===== config.mk =====
export PLATFORM = sky130hd
export DESIGN_NAME = rdf_top
export DESIGN_NICKNAME = d
export VERILOG_FILES = /design/src/rtl/rdf_pkg.sv /design/src/rtl/rdf_glob.sv /design/src/rtl/rdf_desc.sv /design/src/rtl/rdf_top.sv
export SDC_FILE = /design/constraint.sdc
export NUM_CORES = 2
export LEC_CHECK = 0
export BUFFER_PORTS_ARGS = -buffer_cell sky130_fd_sc_hd__buf_2
export CELL_PAD_IN_SITES_DETAIL_PLACEMENT = 1
export CELL_PAD_IN_SITES_GLOBAL_PLACEMENT = 2
export CORE_MARGIN = 1.5
export CORE_UTILIZATION = 45
export DETAILED_ROUTE_END_ITERATION = 12
export GPL_TIMING_DRIVEN = 0
export HOLD_SLACK_MARGIN = 0.1
export PLACE_DENSITY = 0.82
export RECOVER_POWER = 50
export SLEW_MARGIN = 10
export SYNTH_ARGS = -nofsm -noshare
export SYNTH_HDL_FRONTEND = slang
export SYNTH_SLANG_ARGS = --single-unit
export TNS_END_PERCENT = 30

===== constraint.sdc =====
create_clock -name clk_i -period 2.92 [get_ports clk_i]
set_input_delay 0.584 -clock clk_i [delete_from_list [all_inputs] [get_ports clk_i]]
set_output_delay 0.584 -clock clk_i [all_outputs]
set_load 0.005 [all_outputs]

===== src/rtl/rdf_pkg.sv =====
package rdf_pkg;
  localparam int unsigned DATA_W   = 32;
  localparam int unsigned GRAN_LSB = 5;
  localparam int unsigned RIGHTS_W = 4;
  localparam int unsigned IDX_W    = 4;
  localparam int unsigned ADDR_W   = 1 + IDX_W + 2;

  typedef enum logic [1:0] {
    W_START  = 2'd0,
    W_END    = 2'd1,
    W_RIGHTS = 2'd2,
    W_CTRL   = 2'd3
  } desc_word_e;

  function automatic logic [1:0] region_code(int unsigned n);
    return (n <= 8) ? 2'd0 : (n <= 12) ? 2'd1 : 2'd2;
  endfunction
endpackage


===== src/rtl/rdf_glob.sv =====
module rdf_glob (
  input  logic clk_i,
  input  logic rst_ni,
  input  logic we_i,
  input  logic wbit_i,
  output logic valid_o
);
  always_ff @(posedge clk_i or negedge rst_ni) begin
    if (!rst_ni)   valid_o <= 1'b0;
    else if (we_i) valid_o <= wbit_i;
  end

  assert_glob_write_R7: assert property (@(posedge clk_i) disable iff (!rst_ni)
    we_i |=> (valid_o == $past(wbit_i)));
endmodule


===== src/rtl/rdf_desc.sv =====
module rdf_desc
  import rdf_pkg::*;
#(
  parameter bit          IS_ROOT     = 1'b0,
  parameter int unsigned NUM_MASTERS = 8,
  parameter int unsigned DBG_MASTER  = 1,
  localparam int unsigned RT_W       = NUM_MASTERS * RIGHTS_W
) (
  input  logic              clk_i,
  input  logic              rst_ni,
  input  logic              we_i,
  input  desc_word_e        word_i,
  input  logic [DATA_W-1:0] wdata_i,
  input  logic              priv_i,
  output logic [DATA_W-1:0] start_o,
  output logic [DATA_W-1:0] end_o,
  output logic [RT_W-1:0]   rights_o,
  output logic              valid_o
);
  localparam logic [RT_W-1:0] DBG_MASK = RT_W'({RIGHTS_W{1'b1}}) << (DBG_MASTER * RIGHTS_W);

  logic [DATA_W-1:GRAN_LSB] start_q, end_q;
  logic [RT_W-1:0]          rights_q;
  logic                     valid_q;
  logic                     lock;

  assign lock = IS_ROOT && !priv_i;

  always_ff @(posedge clk_i or negedge rst_ni) begin
    if (!rst_ni) begin
      start_q  <= '0;
      end_q    <= IS_ROOT ? '1 : '0;
      rights_q <= IS_ROOT ? '1 : '0;
      valid_q  <= IS_ROOT;
    end else if (we_i) begin
      unique case (word_i)
        W_START:  if (!lock) start_q <= wdata_i[DATA_W-1:GRAN_LSB];
        W_END:    if (!lock) end_q   <= wdata_i[DATA_W-1:GRAN_LSB];
        W_RIGHTS: rights_q <= lock ? ((wdata_i[RT_W-1:0] & ~DBG_MASK) | (rights_q & DBG_MASK))
                                   : wdata_i[RT_W-1:0];
        W_CTRL:   valid_q  <= wdata_i[0];
        default: ;
      endcase
    end
  end

  assign start_o  = {start_q, {GRAN_LSB{1'b0}}};
  assign end_o    = {end_q, {GRAN_LSB{1'b1}}};
  assign rights_o = rights_q;
  assign valid_o  = valid_q;

  if (IS_ROOT) begin : g_root_chk
    assert_root_range_locked_R4: assert property (@(posedge clk_i) disable iff (!rst_ni)
      (we_i && !priv_i && (word_i == W_START || word_i == W_END)) |=> ($stable(start_o) && $stable(end_o)));
    assert_root_dbg_rights_kept_R5: assert property (@(posedge clk_i) disable iff (!rst_ni)
      (we_i && !priv_i && word_i == W_RIGHTS) |=> ((rights_o & DBG_MASK) == ($past(rights_o) & DBG_MASK)));
  end
endmodule


===== src/rtl/rdf_top.sv =====
module rdf_top
  import rdf_pkg::*;
#(
  parameter int unsigned NUM_DESC    = 12,
  parameter int unsigned NUM_MASTERS = 8,
  parameter int unsigned DBG_MASTER  = 1,
  parameter logic [3:0]  REVISION    = 4'h3,
  parameter logic [3:0]  NUM_SLAVES  = 4'h5,
  localparam int unsigned MST_W      = $clog2(NUM_MASTERS)
) (
  input  logic              clk_i,
  input  logic              rst_ni,
  input  logic              wr_en_i,
  input  logic [ADDR_W-1:0] wr_addr_i,
  input  logic [DATA_W-1:0] wr_data_i,
  input  logic [MST_W-1:0]  wr_master_i,
  input  logic [ADDR_W-1:0] rd_addr_i,
  output logic [DATA_W-1:0] rd_data_o,
  output logic              glb_valid_o,
  output logic [NUM_DESC-1:0] region_valid_o
);
  localparam int unsigned RT_W = NUM_MASTERS * RIGHTS_W;
  localparam logic [DATA_W-1:0] INFO_WORD =
    DATA_W'({region_code(NUM_DESC), NUM_SLAVES, REVISION});

  logic              wr_is_desc, rd_is_desc, priv;
  logic [IDX_W-1:0]  wr_idx, rd_idx;
  desc_word_e        wr_word;
  logic [DATA_W-1:0] dword [NUM_DESC][4];

  assign wr_is_desc = wr_addr_i[ADDR_W-1];
  assign wr_idx     = wr_addr_i[ADDR_W-2:2];
  assign wr_word    = desc_word_e'(wr_addr_i[1:0]);
  assign priv       = (wr_master_i == MST_W'(DBG_MASTER));
  assign rd_is_desc = rd_addr_i[ADDR_W-1];
  assign rd_idx     = rd_addr_i[ADDR_W-2:2];

  rdf_glob u_glob (
    .clk_i   (clk_i),
    .rst_ni  (rst_ni),
    .we_i    (wr_en_i && !wr_is_desc && (wr_addr_i[ADDR_W-2:0] == '0)),
    .wbit_i  (wr_data_i[0]),
    .valid_o (glb_valid_o)
  );

  for (genvar d = 0; d < NUM_DESC; d++) begin : g_desc
    logic [RT_W-1:0] rights;
    logic            valid;

    rdf_desc #(
      .IS_ROOT     (d == 0),
      .NUM_MASTERS (NUM_MASTERS),
      .DBG_MASTER  (DBG_MASTER)
    ) u_desc (
      .clk_i    (clk_i),
      .rst_ni   (rst_ni),
      .we_i     (wr_en_i && wr_is_desc && (wr_idx == IDX_W'(d))),
      .word_i   (wr_word),
      .wdata_i  (wr_data_i),
      .priv_i   (priv),
      .start_o  (dword[d][0]),
      .end_o    (dword[d][1]),
      .rights_o (rights),
      .valid_o  (valid)
    );

    assign dword[d][2]       = DATA_W'(rights);
    assign dword[d][3]       = DATA_W'(valid);
    assign region_valid_o[d] = valid;
  end

  always_comb begin
    rd_data_o = '0;
    if (rd_is_desc) begin
      if (32'(rd_idx) < NUM_DESC) rd_data_o = dword[rd_idx][rd_addr_i[1:0]];
    end else if (rd_addr_i[ADDR_W-2:0] == 'd0) begin
      rd_data_o = DATA_W'(glb_valid_o);
    end else if (rd_addr_i[ADDR_W-2:0] == 'd1) begin
      rd_data_o = INFO_WORD;
    end
  end

  assert_oob_write_ignored_R8: assert property (@(posedge clk_i) disable iff (!rst_ni)
    (wr_en_i && wr_is_desc && 32'(wr_idx) >= NUM_DESC) |=> $stable(region_valid_o));
  assert_info_code_R2: assert property (@(posedge clk_i) disable iff (!rst_ni)
    (rd_addr_i == ADDR_W'(1)) |-> (rd_data_o[9:8] == region_code(NUM_DESC)));
endmodule


==> results.cfg <==
[global_routing]
grt_first_pass_wirelength_mm = 247
grtUsageTotal = 0.323
grt_overflow = 0
grt_antenna_before_repair = 13
grt_pass1_vias = 33632
grt_start_max_net_pins = 170

[power]
peakVddDrop_mv = 0.452
power.density_nw_per_um2 = 623
swShare = 0.252
leakage_nw = 26.3
p_int_mw = 26.1
p_comb_frac = 0.113
power.switching_mw = 8.78
clock_power_share = 0.421
seqPwrFrac = 0.467

[clocking]
h-tree-depth = 3
cts_tree = done
clk_pin_slew_ps = 60
clkSinkCount = 1045
clk_path_buf_depth = 3
clk_latency_ps = 700
numCtsBuffers = 113
cts_root_buf = clkbuf_16

[timing]
max_freq_ghz = 0.313
setup_tns_ps = -18000
hold_viol = 0
clock_skew_ps = 0
finalSetupViolations = 168
fin_crit_sh = 1.09
finalMaxSlewViolations = 201
period_minus_slack_ps = 3200
tightest_slew_ps = 1770
setup_ws_ps = -277
slew_headroom = -0.185
rsz0062_at_grt = yes

[floorplanning]
die_x_um = 330
die_area_sq_um = 109000
ios = 97
die_y_um = 330
core-area_sq_um = 106000
start_util = 0.455
fp-row-count = 119

[routing]
first_pass_iters = 9
drcViolationCount = 16
vias_per_cell = 6.28
drt_iter0_markers = 2731
wire_per_inst_um = 35.5
ant_nets = 0
drt-total-wl_mm = 173
vias = 30486

[status]
violations = DRC, capacitance limit, slew limit, setup timing
status = finished, violations left

[logic_synthesis]
yosysWarningCount = 0
synth-seq-area-share = 0.546
post_synth_num_cell_types = 48
synth_nets = 3164
syn_avg_cell_area_sq_um = 15.4
syn_area_sq_um = 48000
synth_edf_count = 0
async_flop_share = 1.00
ys.flop_type = dfrtp_1
synth-seq-cells = 1045
syn_inst = 3112

[worst_setup_path]
critPathTopFamily = compound AO/OA/AOI/OAI gates
arrival_ps = 2610
critical_path_required_ps = 2340
crit_cells = 9
rr_worst_depth = 2
critPathCaptureType = output port
path_cells = buf_12, buf_16, or3b_4, buf_12, o22ai_4, a22oi_2, a21oi_2, o31a_1, buf_2
cp-start-kind = input port
crit_slowest_cell = or3b_4
critical_path.max_stage_delay_ps = 490
critPathKind = in2out
worstPathMaxFanout = 7
cpMostUsedCell = buf_12
cp_num_buf_inv = 4

[layout]
fillers = 9862
instances_no_fill = 4854
area_growth_pct = 16.6
nets = 3414
drive_above_1_share = 0.550

[worst_hold_path]
worstHoldPathType = in2reg
hold_depth = 2

[place]
io_buffer_count = 92
hpwl_mm = 118
gp_congestion = 0.895
dp.cells = 4602

[job]
maxCapViolCount = 6
cell usage after synthesis, drive strengths merged, types with 14 or more instances:
library cell | number | area share
a21oi | 32 | 0.0033
mux2 | 1058 | 0.25
clkbuf | 116 | 0.0091
nor2 | 38 | 0.0047
dfstp | 60 | 0.033
nand2 | 119 | 0.0095
o21ai | 14 | 0.0015
dfrtp | 985 | 0.51
a22oi | 26 | 0.0041
buf | 170 | 0.021
nand3 | 22 | 0.0024
mux4 | 233 | 0.11
inv | 18 | 0.0014
o22ai | 32 | 0.0042
mux2i | 98 | 0.020
power groups by stage:
stage | Combinational [mW] | Clock, mW | Sequential [mW]
4_1_cts | 3.87 | 14.8 | 16.3
3_5_place_dp | 3.60 | 0 | 16.5
2_1_floorplan | 2.21 | 0 | 16.2
3_3_place_gp | 3.39 | 0 | 16.4
5_1_grt | 4.13 | 15.3 | 16.4
6_report | 3.93 | 14.7 | 16.3
what timing repair did:
action,in CTS,in global routing
endpoints found under the hold margin,64,0
cloned,4,0
hold buffers,1,0
resized for setup,315,77
endpoints found under the setup margin,32,32
pin swaps,27,26
setup buffers,21,11
logic make-up after synthesis:
logic type	Yosys count	share of synthesized area
mux	1389	0.378
flops	1045	0.546
buf+inv	304	0.0310
simple gates	223	0.0230
compound gates	151	0.0216
final cells by class:
class | count | area (sq um) | share of cell area
Sequential cell | 1045 | 26200 | 0.468
Multi-Input combinational cell | 1763 | 20700 | 0.370
Clock buffer | 166 | 3290 | 0.0587
Buffer | 285 | 2260 | 0.0404
Tap cell | 1391 | 1740 | 0.0311
Timing Repair Buffer | 136 | 1150 | 0.0206
Clock inverter | 44 | 502 | 0.00896
Inverter | 18 | 76.3 | 0.00136
Antenna cell | 6 | 15.0 | 0.000268
routing by layer:
| layer | vias up | wire length (um) | global-route usage |
|---|---|---|---|
| met2 | 1208 | 79200 | 0.499 |
| met3 | 437 | 12400 | 0.0680 |
| met1 | 16797 | 70100 | 0.428 |
| li1 | 12040 | - | - |
| met5 | - | 25 | 0 |
| met4 | 4 | 10800 | 0.177 |
final timing paths:
kind | from | end | slack (ps)
min | wr_data_i[1] | g_desc[10].u_desc.rights_o[1] | 150
max | rd_addr_i[2] | rd_data_o[19] | -280
max reg2reg | g_desc[2].u_desc.end_q[5] | g_desc[2].u_desc.end_q[5] | 2040
min in group asynchronous | rst_ni | g_desc[8].u_desc.end_q[20] | 380
min reg2reg | g_desc[5].u_desc.rights_o[29] | g_desc[5].u_desc.rights_o[29] | 490
max in group asynchronous | rst_ni | g_desc[1].u_desc.end_q[10] | 310
placed cells by master, fill, tap and decap left out, types with 32 or more instances in the layout:
| master | count |
|---|---|
| nand2_1 | 118 |
| nor2_1 | 34 |
| buf_2 | 126 |
| mux2i_1 | 78 |
| mux2_2 | 1021 |
| clkbuf_8 | 32 |
| mux4_2 | 233 |
| clkbuf_16 | 114 |
| clkbuf_1 | 136 |
| dfstp_2 | 59 |
| buf_4 | 51 |
| dfrtp_1 | 985 |
flip-flops by register name, indices dropped and copies added (netlist names):
name	flops
g_desc.u_desc.end_q	324
g_desc.u_desc.rights_o	384
g_desc.u_desc.start_q	324
g_desc.u_desc.valid_o	12
u_glob.valid_o	1
per-stage QoR:
step / cell area, sq um / hold WS (ps) / setup WS (ps) / util / power [mW]
4_1_cts: 55700 / 115 / -250 / 0.528 / 34.9
3_3_place_gp: 50200 / 461 / -19730 / 0.475 / 19.8
3_5_place_dp: 50400 / 473 / -1710 / 0.478 / 20.1
2_1_floorplan: 48000 / 288 / 220 / - / 18.4
6_report: 56000 / 147 / -277 / 0.530 / 34.9
5_1_grt: 56000 / 138 / -261 / 0.530 / 35.9
Note: power is estimated with default switching activity, not from simulation.
